File: config.mk
export PLATFORM = sky130hd
export DESIGN_NAME = rename_unit
export DESIGN_NICKNAME = d
export VERILOG_FILES = /design/src/rtl/rename_pkg.sv /design/src/rtl/rename_map_table.sv /design/src/rtl/rename_free_list.sv /design/src/rtl/rename_unit.sv
export SDC_FILE = /design/constraint.sdc
export NUM_CORES = 1
export LEC_CHECK = 0
export BUFFER_PORTS_ARGS = -buffer_cell sky130_fd_sc_hd__buf_4
export CAP_MARGIN = 20
export CORE_UTILIZATION = 50
export DETAILED_ROUTE_END_ITERATION = 8
export GPL_ROUTABILITY_DRIVEN = 0
export HOLD_SLACK_MARGIN = 0.06
export PLACE_DENSITY = 0.69
export SYNTH_ARGS = -nofsm -noshare
export SYNTH_HDL_FRONTEND = slang
export SYNTH_SLANG_ARGS = --single-unit
File: constraint.sdc
create_clock -name clk -period 4.3 [get_ports clk]
set_input_delay 0.43 -clock clk [delete_from_list [all_inputs] [get_ports clk]]
set_output_delay 0.43 -clock clk [all_outputs]
set_load 0.01 [all_outputs]
File: src/rtl/rename_pkg.sv
package rename_pkg;
  localparam int unsigned DEF_ARCH_REGS = 8;
  localparam int unsigned DEF_PHYS_REGS = 16;

  // circular pointer step for a FIFO of arbitrary depth
  function automatic int unsigned wrap_inc(input int unsigned p, input int unsigned depth);
    return (p == depth - 1) ? 0 : p + 1;
  endfunction
endpackage

File: src/rtl/rename_map_table.sv
module rename_map_table #(
  parameter int unsigned ARCH_REGS = 8,
  parameter int unsigned PHYS_REGS = 16,
  localparam int unsigned AW = $clog2(ARCH_REGS),
  localparam int unsigned PW = $clog2(PHYS_REGS)
) (
  input  logic          clk,
  input  logic          rst_n,
  input  logic [AW-1:0] rd_a_idx,
  input  logic [AW-1:0] rd_b_idx,
  input  logic [AW-1:0] rd_d_idx,
  output logic [PW-1:0] rd_a_phys,
  output logic [PW-1:0] rd_b_phys,
  output logic [PW-1:0] rd_d_phys,
  input  logic          wr_en,
  input  logic [AW-1:0] wr_idx,
  input  logic [PW-1:0] wr_phys
);
  logic [PW-1:0] entry_q [ARCH_REGS];

  for (genvar g = 0; g < ARCH_REGS; g++) begin : g_entry
    always_ff @(posedge clk or negedge rst_n) begin
      if (!rst_n) begin
        entry_q[g] <= PW'(g);
      end else if (wr_en && (wr_idx == AW'(g))) begin
        entry_q[g] <= wr_phys;
      end
    end
  end

  // reads see the table before this cycle's write
  always_comb begin
    rd_a_phys = entry_q[rd_a_idx];
    rd_b_phys = entry_q[rd_b_idx];
    rd_d_phys = entry_q[rd_d_idx];
  end
endmodule

File: src/rtl/rename_free_list.sv
module rename_free_list #(
  parameter int unsigned BASE  = 8,
  parameter int unsigned DEPTH = 8,
  parameter int unsigned PW    = 4,
  localparam int unsigned IW = $clog2(DEPTH),
  localparam int unsigned CW = $clog2(DEPTH + 1)
) (
  input  logic          clk,
  input  logic          rst_n,
  input  logic          push,
  input  logic [PW-1:0] push_data,
  input  logic          pop,
  output logic [PW-1:0] pop_data,
  output logic [CW-1:0] count
);
  logic [PW-1:0] slot_q [DEPTH];
  logic [IW-1:0] head_q, tail_q;
  logic [CW-1:0] cnt_q;

  always_ff @(posedge clk or negedge rst_n) begin
    if (!rst_n) begin
      for (int i = 0; i < DEPTH; i++) slot_q[i] <= PW'(BASE + i);
    end else if (push) begin
      slot_q[tail_q] <= push_data;
    end
  end

  always_ff @(posedge clk or negedge rst_n) begin
    if (!rst_n) begin
      head_q <= '0;
      tail_q <= '0;
      cnt_q  <= CW'(DEPTH);
    end else begin
      if (pop)  head_q <= IW'(rename_pkg::wrap_inc(int'(head_q), DEPTH));
      if (push) tail_q <= IW'(rename_pkg::wrap_inc(int'(tail_q), DEPTH));
      case ({push, pop})
        2'b10:   cnt_q <= cnt_q + 1'b1;
        2'b01:   cnt_q <= cnt_q - 1'b1;
        default: cnt_q <= cnt_q;
      endcase
    end
  end

  assign pop_data = slot_q[head_q];
  assign count    = cnt_q;
endmodule

File: src/rtl/rename_unit.sv
module rename_unit #(
  parameter int unsigned ARCH_REGS = rename_pkg::DEF_ARCH_REGS,
  parameter int unsigned PHYS_REGS = rename_pkg::DEF_PHYS_REGS,
  localparam int unsigned AW = $clog2(ARCH_REGS),
  localparam int unsigned PW = $clog2(PHYS_REGS),
  localparam int unsigned FL_DEPTH = PHYS_REGS - ARCH_REGS,
  localparam int unsigned CW = $clog2(FL_DEPTH + 1)
) (
  input  logic          clk,
  input  logic          rst_n,
  input  logic          in_valid,
  output logic          in_ready,
  input  logic [AW-1:0] in_src_a,
  input  logic [AW-1:0] in_src_b,
  input  logic [AW-1:0] in_dst,
  input  logic          in_has_dst,
  output logic          out_valid,
  input  logic          out_ready,
  output logic [PW-1:0] out_psrc_a,
  output logic [PW-1:0] out_psrc_b,
  output logic [PW-1:0] out_pdst,
  output logic [PW-1:0] out_pold,
  output logic          out_has_dst,
  input  logic          free_valid,
  input  logic [PW-1:0] free_preg
);
  logic [PW-1:0] fl_head;
  logic [CW-1:0] free_cnt;
  logic [PW-1:0] map_old;
  logic          stall, fire, alloc;

  assign stall     = in_has_dst && (free_cnt == '0);
  assign out_valid = in_valid && !stall;
  assign in_ready  = out_ready && !stall;
  assign fire      = in_valid && in_ready;
  assign alloc     = fire && in_has_dst;

  rename_map_table #(.ARCH_REGS(ARCH_REGS), .PHYS_REGS(PHYS_REGS)) i_map (
    .clk      (clk),
    .rst_n    (rst_n),
    .rd_a_idx (in_src_a),
    .rd_b_idx (in_src_b),
    .rd_d_idx (in_dst),
    .rd_a_phys(out_psrc_a),
    .rd_b_phys(out_psrc_b),
    .rd_d_phys(map_old),
    .wr_en    (alloc),
    .wr_idx   (in_dst),
    .wr_phys  (fl_head)
  );

  rename_free_list #(.BASE(ARCH_REGS), .DEPTH(FL_DEPTH), .PW(PW)) i_free (
    .clk      (clk),
    .rst_n    (rst_n),
    .push     (free_valid),
    .push_data(free_preg),
    .pop      (alloc),
    .pop_data (fl_head),
    .count    (free_cnt)
  );

  assign out_pdst    = in_has_dst ? fl_head : '0;
  assign out_pold    = in_has_dst ? map_old : '0;
  assign out_has_dst = in_has_dst;
endmodule

* Word level (Yosys, flattened, before mapping)
Index checks and enable logic that the tools add are counted.
** Storage, ports and cells
- Register bits after elaboration :: 74
- Output and inout bits :: 19
- Logic and storage cells :: 83
** Cells by class
- Add/sub/neg operators :: 4
- Magnitude comparators :: 6
- Eq/ne operators :: 11
- Multiplexer cells :: 20
- Bitwise operators :: 5
- Reduce and logical (&&, ||, !) cells :: 18
** Operators with widths (count)
- binary-select mux 4 bit (select 3 bit) :: 4
- two-way mux 4 bit :: 11
- bitwise mux 32 bit :: 1
- greater-or-equal comparator 4 bit (second input constant) :: 5
- inverter 3 -> 4 bit :: 5
- == test 3 bit (second input constant) :: 6
- logical AND 1 bit :: 14
- demux 4 bit (select 3 bit) :: 1
- case mux 4 bit (2 select lines) :: 1
- adder 3 x 1 -> 3 bit (second input constant) :: 2
- == test 3 x 2 -> 1 bit (second input constant) :: 2
- two-way mux 3 bit :: 2
- adder 4 x 1 -> 4 bit (second input constant) :: 1
- logical NOT 4 bit :: 1
- < comparator 4 x 1 -> 1 bit (second input constant) :: 1
- subtractor 4 x 1 -> 4 bit (second input constant) :: 1
- == test 3 x 1 -> 1 bit (second input constant) :: 1
- logical NOT 3 bit :: 1
- == test 2 x 1 -> 1 bit (second input constant) :: 1
- == test 2 bit (second input constant) :: 1
- nonzero test 2 bit :: 1
- logical NOT 1 bit :: 1

* Longest topological paths before layout
Gate-level depths: netlist of the first run.
- Depth after elaboration :: 8
- Depth in mapped cells :: 9

* Modules after synthesis
A second synthesis of the first run with hierarchy kept.
** Second synthesis, totals
- Cell total of the unflattened synthesis :: 261
- Area total of the unflattened synthesis :: 4234.1 sq um
** Modules (own cells, without submodules)
- rename_map_table :: times used 1, cells an instance 114, area an instance 2080.7 sq um
- rename_free_list :: times used 1, cells an instance 132, area an instance 2044.5 sq um
- rename_unit :: times used 1, cells an instance 15, area an instance 108.9 sq um

* Worst setup path before layout of the first run
No wires, ideal clock.
- Path type :: register -> register
- Start point :: reg i_free.cnt_q[1] (netlist: i_free.count[1])
- End point :: reg i_free.cnt_q[2] (netlist: i_free.count[2])
- Library setup time :: 0.128 ns
- Data arrival time :: 2.037 ns
- Setup slack :: 2.134 ns
- Cell stages (with the launch flop) :: 10
- Buffers on the path :: 0
- Cells stage by stage :: dfrtp_1 nor4_4 nor2_2 ha_1 xor2_1 ha_1 a21oi_1 xor2_1 nor2_1 xor2_1
** On the way
- Cells in the longest elaborated chain, start to end :: 8
- Elaborated cells between the ends (all ways) :: 12
- Those cells by class :: 2 x add/sub; 2 x eq/ne; 1 x mux; 7 x reduce/logical
** RTL lines
- start: declaration :: line rename_free_list.sv:18 : logic [CW-1:0] cnt_q;
- start signal: assignment :: line rename_free_list.sv:32 : cnt_q <= CW'(DEPTH);
- start signal: assignment :: line rename_free_list.sv:37 : 2'b10: cnt_q <= cnt_q + 1'b1;
- start signal: assignment :: line rename_free_list.sv:38 : 2'b01: cnt_q <= cnt_q - 1'b1;
- logical NOT 4 bit * :: line rename_unit.sv:32 : assign stall = in_has_dst && (free_cnt == '0);
- logical AND 1 bit * :: line rename_unit.sv:32
- logical NOT 1 bit * :: line rename_unit.sv:34 : assign in_ready = out_ready && !stall;
- logical AND 1 bit * :: line rename_unit.sv:34
- logical AND 1 bit * :: line rename_unit.sv:35 : assign fire = in_valid && in_ready;
- logical AND 1 bit * :: line rename_unit.sv:36 : assign alloc = fire && in_has_dst;
- named net alloc :: line rename_unit.sv:30 : logic stall, fire, alloc;
- == test 2 x 1 -> 1 bit or == test 2 bit (tied branches) :: line rename_free_list.sv:36 : case ({push, pop})
- case mux 4 bit (2 select lines) or nonzero test 2 bit (tied branches)
The timed path passes the listed nets; every way through them passes the cells marked *.
A chain may end at the register's enable or synchronous reset.

* Final worst setup path of the first run
- Start point :: reg i_free.head_q[0]
- End point :: out out_pdst[1]
** On the way
- Cells in the longest elaborated chain, start to end :: 5
** RTL lines
- start: declaration :: line rename_free_list.sv:17 : logic [IW-1:0] head_q, tail_q;
- start signal: assignment :: line rename_free_list.sv:34 : if (pop) head_q <= IW'(rename_pkg::wrap_inc(int'(head_q), DEPTH));
- inverter 3 -> 4 bit (not written as such) :: line rename_free_list.sv:44 : assign pop_data = slot_q[head_q];
- binary-select mux 4 bit (select 3 bit) :: line rename_free_list.sv:44
- two-way mux 4 bit (not written as such) (2 in series) :: line rename_free_list.sv:44
- two-way mux 4 bit :: line rename_unit.sv:62 : assign out_pdst = in_has_dst ? fl_head : '0;
- end: declaration :: line rename_unit.sv:21 : output logic [PW-1:0] out_pdst,
No other way between the ends. The select of a mux whose other input is x is not followed.

==> metrics.md, run 1 <==
| Metric | Value |
|---|---|
| Mean Syn Cell Area | 15.5 um^2 |
| DRT antenna net count | 0 |
| Pwr dens | 733 nW/um^2 |
| Die H | 92.8 um |
| Data arrival, critical path | 2330 ps |
| Synth area leaders | dfrtp_1, mux2_2, dfstp_2 |
| Unique cell type count in the Yosys netlist | 34 |
| Relative slew slack | 38.3% |
| Area of the multi-input gates | 2150 um^2 |
| Sequential area share after synthesis | 46.0% |
| Worst-path clk slew | 80 ps |
| Vias in the first global route | 2541 |
| Post-CTS Resized | 0 |
| Peak VDD IR | 0.301 mV |
| Critical path fanouts, max | 11 |
| Vias per inst | 6.09 |
| Drc violations | 0 |
| Syn nets | 292 |
| Layout cell share with drive strength beyond 1 | 67.6% |
| Leakage power | 1.93 nW |
| Register area | 1890 um^2 |
| Reg2Reg Capture Point | i_free.count[2]$_DFFE_PN0P_ |
| Slew Limit Fails | 0 |
| Cells on worst reg2reg path | 9 |
| Post-DP HPWL | 5830 um |
| Pre-CTS setup slack | 1810 ps |
| Worst Path Required | 3870 ps |
| Worst setup EP type | output port |
| Core area | 7850 um^2 |
| Clk_lat worst skew | 350 ps |
| Clock Tree Buf Depth | 2 |
| RSZ-0062 raised after global routing | false |
| Setup TNS Final | 0 ps |
| Vias | 2485 |
| Initial antenna violation count | 1 |
| MaxCap Viol Count | 0 |
| Wire per inst | 20.9 um |
| Tmin final | 2760 ps |
| Drt first pass iters | 4 |
| Ys Warns | 0 |
| Buffers on Ports | 37 |
| Drt initial violations | 119 |
| Routed wire length | 8520 um |
| Initial Util | 52.5% |
| Worst Setup Path Type | flop to output port |
| Skew final | 9.91 ps |
| Main flop type after synthesis | dfrtp_1 |
| Post-route setup slack | 1540 ps |
| Number of buffers created by CTS | 9 |
| Layout fillers | 640 |
| CTS root buf | clkbuf_8 |
| First-pass GRT wire length | 14000 um |
| Final net count | 327 |
| Outcome | completed |
| F_max | 363 MHz |
| Diode count | 0 |
| CTS tree | done |
| Post-Place Cells | 391 |
| Synth async-reset ratio | 100% |
| Yosys top cell by area | dfrtp_1 |
| H-tree levels | 3 |
| Most numerous cell in the Yosys netlist | mux2_2 |
| Fin crit share | 64.1% |
| GRT overflow | 0 |
| Tightest Hold Check Type | primary input to async pin |
| Largest net degree at the start of global routing | 75 |
| Worst-margin pin slew | 926 ps |
| Cells after synthesis | 266 |
| FF-to-FF Start | i_free.count[1]$_DFFE_PN0P_ |
| IO Count | 38 |
| Final Setup Violations | 0 |
| Die X | 92.8 um |
| Worst reg2reg setup slack | 1900 ps |
| Final Non-Filler Cells | 408 |
| Area share of the largest cell type after synthesis | 24.9% |
| Most frequent cells after synthesis | mux2_2, dfrtp_1, dfstp_2 |
| CP startpoint kind | flop |
| Row cnt | 32 |
| Die area | 8600 um^2 |
| Gr usage total | 22.2% |
| Synth-to-layout area growth | 13.9% |
| Postcts setup bufs | 0 |
| Clk sink count | 74 |
| Final Hold Viols | 0 |
| Synth Register Bits | 74 |
| EDFF count, synth | 0 |
| Power Total | 3.44 mW |
| Synthesized area | 4120 um^2 |
| Hold buffers post-CTS | 0 |
worst max path at each step:
stage,startpoint,end,cells past startpoint
2_1_floorplan,i_free.count[1]$_DFFE_PN0P_,i_free.count[2]$_DFFE_PN0P_,9
3_3_place_gp,in_has_dst,i_free.count[2]$_DFFE_PN0P_,10
3_5_place_dp,in_has_dst,i_free.count[2]$_DFFE_PN0P_,10
4_1_cts,i_free.head_q[0]$_DFFE_PN0P_,out_pdst[1],4
5_1_grt,i_free.head_q[0]$_DFFE_PN0P_,out_pdst[3],4
6_report,i_free.head_q[0]$_DFFE_PN0P_,out_pdst[1],4
sequential cells by signal (all words and copies together) (netlist names):
signal / flops
i_free.slot_q: 32
i_free.tail_q: 3
i_map.entry_q: 32
i_free.count: 4
i_free.head_q: 3
layout by cell type (no fill, tap or decap):
cell type,n
a2111oi_0,1
a21oi_1,1
and2_1,6
and4bb_2,2
buf_4,37
bufinv_16,2
clkbuf_2,1
clkbuf_8,10
clkinv_2,1
clkinvlp_4,2
dfrtp_1,41
dfstp_2,33
ha_1,7
inv_1,2
inv_6,1
mux2_2,78
mux2_4,4
mux2i_1,4
mux4_2,32
nand2_1,4
nand2b_1,1
nand3_1,3
nand3b_1,1
nand4_1,3
nand4b_1,4
nor2_1,4
nor2_2,1
nor2b_1,4
nor3_1,2
nor3b_1,2
nor4_1,2
nor4_2,1
nor4_4,1
nor4b_1,1
nor4b_2,1
o22ai_1,1
xnor2_1,2
xor2_1,3
layout make-up:
type | instances | share of cell area, %
clock inverters | 6 | 1.89
inverters | 2 | 0.160
repair buffers | 38 | 6.03
flip-flops and latches | 74 | 40.4
well taps | 102 | 2.72
multi-input cells | 176 | 45.9
clock buffers | 10 | 2.93
where the power goes:
part / internal [mW] / leakage (nW) / switching [mW]
Clock: 0.343 / 0.109 / 0.268
Sequential: 1.16 / 0.859 / 0.335
Combinational: 0.843 / 0.962 / 0.488
Total: 2.35 / 1.93 / 1.09
logic make-up (layout without fill, tap and decap cells):
| kind of cell | Yosys count | count (layout) | share of synthesized area, % |
|---|---|---|---|
| mux | 118 | 118 | 41.3 |
| flops | 74 | 74 | 46.0 |
| simple gates | 43 | 43 | 7.32 |
| buf+inv | 16 | 56 | 1.79 |
| fa+ha+maj | 7 | 7 | 2.13 |
| xor+xnor | 5 | 5 | 1.06 |
| compound gates | 3 | 3 | 0.486 |
worst max-delay path, cell delays in order (launching register included):
cell and delay [ps]:
dfrtp_1 710, mux4_2 580, mux2_2 360, and2_1 190, buf_4 140
routing by layer:
| layer | up-vias | track usage, % | wire length (um) |
|---|---|---|---|
| met3 | 9 | 5.09 | 446 |
| met2 | 65 | 34.3 | 4090 |
| met4 | 0 | 6.79 | 108 |
| li1 | 1105 | - | - |
| met5 | - | 0 | 0 |
| met1 | 1306 | 31.4 | 3870 |
per-stage QoR:
stage	util [%]	instance area, um^2	hold WS, ps
3_5_place_dp	56.8	4460	497
3_3_place_gp	56.8	4460	485
2_1_floorplan	-	4120	134
5_1_grt	59.8	4690	270
4_1_cts	59.7	4680	242
6_report	59.8	4690	207
(Power assumes the default switching activity.)
==> inputs of run 2 (changes only) <==
--- a/config.mk
+++ b/config.mk
@@ -11,7 +11,7 @@
 export DETAILED_ROUTE_END_ITERATION = 8
 export GPL_ROUTABILITY_DRIVEN = 0
 export HOLD_SLACK_MARGIN = 0.06
-export PLACE_DENSITY = 0.69
+export PLACE_DENSITY = 0.72
 export SYNTH_ARGS = -nofsm -noshare
 export SYNTH_HDL_FRONTEND = slang
 export SYNTH_SLANG_ARGS = --single-unit
==> constraint.sdc (replaced) <==
create_clock -name clk -period 2.3 [get_ports clk]
set_input_delay 0.23 -clock clk [delete_from_list [all_inputs] [get_ports clk]]
set_output_delay 0.23 -clock clk [all_outputs]
set_load 0.01 [all_outputs]
==> run 2 against run 1 <==
  * Clock-buffer cell count unchanged
  * Power up 85%
  * Register-to-register slack worse by 1700 ps
  * Via count down 0.44%
  * Non-clock buffer count up 14
  * Critical path type unchanged
  * Largest cell class unchanged
  * Highest routed layer unchanged
==> metrics.md, run 2 (synthesized netlist as in run 1, its figures left out) <==
| Metric | Value |
|---|---|
| Outcome | completed |
| Core area | 7850 um^2 (unchanged) |
| Layout fillers | 637 (-0.47%) |
| Drc violations | 0 (unchanged) |
| Crit path to | out_pdst[3] |
| Drt initial violations | 112 (-5.9%) |
| Relative slew slack | 40.1% (+1.8 points) |
| Final Non-Filler Cells | 422 (+3.4%) |
| Worst setup EP type | output port |
| Psw | 2.06 mW (+89%) |
| RSZ-0062 raised after global routing | true |
| Switching portion of total power | 32.3% (+0.59 points) |
| Vias in the first global route | 2621 (+3.1%) |
| Initial Util | 52.5% (unchanged) |
| Cells on worst reg2reg path | 9 (unchanged) |
| Most frequent cells in the layout | mux2_2, buf_4, dfrtp_1 |
| Worst-path clk slew | 80 ps (about the same) |
| Skew final | 8.76 ps (-1.15 ps) |
| Die X | 92.8 um (unchanged) |
| Commonest non-fill, non-tap cell in the layout | mux2_2 |
| Tightest Hold Check Type | primary input to flop |
| Clock Tree Buf Depth | 2 (unchanged) |
| Die area | 8600 um^2 (unchanged) |
| Wire per inst | 19.7 um (-5.6%) |
| Data arrival, critical path | 2010 ps (-320 ps) |
| Worst Path Required | 2070 ps (-1800 ps) |
| Initial antenna violation count | 0 (-1) |
| Vias | 2474 (-0.44%) |
| Diode count | 0 (unchanged) |
| H-tree levels | 3 (unchanged) |
| Clk sink count | 74 (unchanged) |
| Int Pwr | 4.31 mW (+84%) |
| Largest net degree at the start of global routing | 75 (unchanged) |
| Pwr dens | 1340 nW/um^2 (+82%) |
| Clk_lat worst skew | 350 ps (about the same) |
| Sequential power share | 43.3% (-0.2 points) |
| CTS root buf | clkbuf_8 |
| CP startpoint kind | flop |
| FF-to-FF Start | i_free.count[1]$_DFFE_PN0P_ |
| GRT overflow | 0 (unchanged) |
| Worst-margin pin slew | 898 ps (-27.5 ps) |
| Final net count | 341 (+4.3%) |
| DRT antenna net count | 0 (unchanged) |
| Routed wire length | 8320 um (-2.3%) |
| Post-DP HPWL | 5890 um (+0.93%) |
| Final Setup Violations | 0 (unchanged) |
| Die H | 92.8 um (unchanged) |
| Final Hold Viols | 0 (unchanged) |
| Worst reg2reg setup slack | 220 ps (-1680 ps) |
| CTS tree | done |
| Combinational power share | 42.4% (+3.7 points) |
| Setup crit start | i_free.head_q[0]$_DFFE_PN0P_ |
| Vias per inst | 5.86 (-3.7%) |
| Synth-to-layout area growth | 15.8% |
| Layout cell share with drive strength beyond 1 | 69.4% (+1.7 points) |
| Fin crit share | 97.6% |
| Peak VDD IR | 0.764 mV (+150%) |
| Buffers on Ports | 37 (unchanged) |
| Leakage power | 1.98 nW (+2.8%) |
| Tmin final | 2240 ps |
| First-pass GRT wire length | 13800 um (-0.74%) |
| Clock power frac | 14.3% (-3.5 points) |
| F_max | 446 MHz |
| MaxCap Viol Count | 0 (unchanged) |
| Power Total | 6.37 mW (+85%) |
| Reg2Reg Capture Point | i_free.count[2]$_DFFE_PN0P_ |
| Gr usage total | 21.8% (-0.41 points) |
| Critical path fanouts, max | 9 (-2) |
| IO Count | 38 (unchanged) |
| Slew Limit Fails | 0 (unchanged) |
| Number of buffers created by CTS | 9 (unchanged) |
| Setup TNS Final | 0 ps (unchanged) |
| Row cnt | 32 (unchanged) |
| Worst Setup Path Type | flop to output port |
| Drt first pass iters | 4 (unchanged) |
| Post-Place Cells | 400 (+2.3%) |
run 2: cell count changes in the layout (fill, tap and decap cells not counted), moves of 2 or more:
cell	previous run	this run
mux2_2	78	75
buf_4	37	51
dfrtp_1	41	39
bufinv_16	2	0
dfrtp_2	0	2
mux2_4	4	7
clkinv_4	0	2
run 2: worst min-delay path by stage:
stage                                   end  cells past startpoint        from  slack [ps]
2_1_floorplan   i_free.count[0]$_DFFE_PN0P_                      0       rst_n         -70
3_3_place_gp    i_free.count[2]$_DFFE_PN0P_                      1       rst_n         420
3_5_place_dp    i_free.count[2]$_DFFE_PN0P_                      1       rst_n         420
4_1_cts        i_free.tail_q[1]$_DFFE_PN0P_                      2  free_valid         140
5_1_grt        i_free.tail_q[1]$_DFFE_PN0P_                      2  free_valid         160
6_report       i_free.tail_q[1]$_DFFE_PN0P_                      2  free_valid         160
run 2: per-stage QoR:
| stage | hold WS (ps) | util (%) | worst slack (ps) | cell area [um^2] |
|---|---|---|---|---|
| after floorplan | -65.6 | - | 134 | 4120 |
| after global placement | 424 | 57.7 | 127 | 4530 |
| after detailed placement | 418 | 57.7 | 67.7 | 4530 |
| after CTS | 142 | 60.3 | 12.0 | 4730 |
| after global routing | 161 | 60.8 | -5.89 | 4770 |
| final | 156 | 60.8 | 56.2 | 4770 |
run 2: final cells by class:
class | count | area, um^2 | area share (%)
Clock buffer | 10 | 128 | 2.68
Sequential cell | 74 | 1900 | 39.8
Clock inverter | 6 | 50.0 | 1.05
Timing Repair Buffer | 52 | 393 | 8.24
Multi-Input combinational cell | 176 | 2170 | 45.4
Tap cell | 102 | 128 | 2.68
Inverter | 2 | 7.51 | 0.157
run 2: power by group through the flow:
| stage | combinational (mW) | clock [mW] | sequential [mW] |
|---|---|---|---|
| after floorplan | 2.01 | 0 | 2.53 |
| after global placement | 2.50 | 0 | 2.78 |
| after detailed placement | 2.56 | 0 | 2.82 |
| after CTS | 2.65 | 0.943 | 2.75 |
| after global routing | 2.92 | 0.991 | 2.88 |
| final | 2.70 | 0.912 | 2.76 |
run 2: per-layer routing:
metal  GRT usage [%]  share of wire, %  routed length [um]  vias to the layer above
met1            28.4                44                3620                     1281
met5               0                 0                   0                        -
li1                -                 -                   -                     1131
met3            4.27               2.7                 224                       13
met2            36.5                52                4310                       49
met4            7.69               1.9                 157                        0
run 2: worst max-delay path, stage by stage (launching register included):
cell	delay [ps]
dfrtp_2	380
buf_4	150
mux4_2	490
mux2_4	330
and2_1	170
buf_4	130
run 2: what timing repair did:
| action | 4_1_cts | 5_1_grt |
|---|---|---|
| setup endpoints to repair | 4 | 6 |
| gates resized for setup | 1 | 8 |
| setup buffers | 3 | 2 |
| endpoints found under the hold margin | 41 | 0 |
| pin swaps | 0 | 1 |
| hold buffers | 1 | 0 |
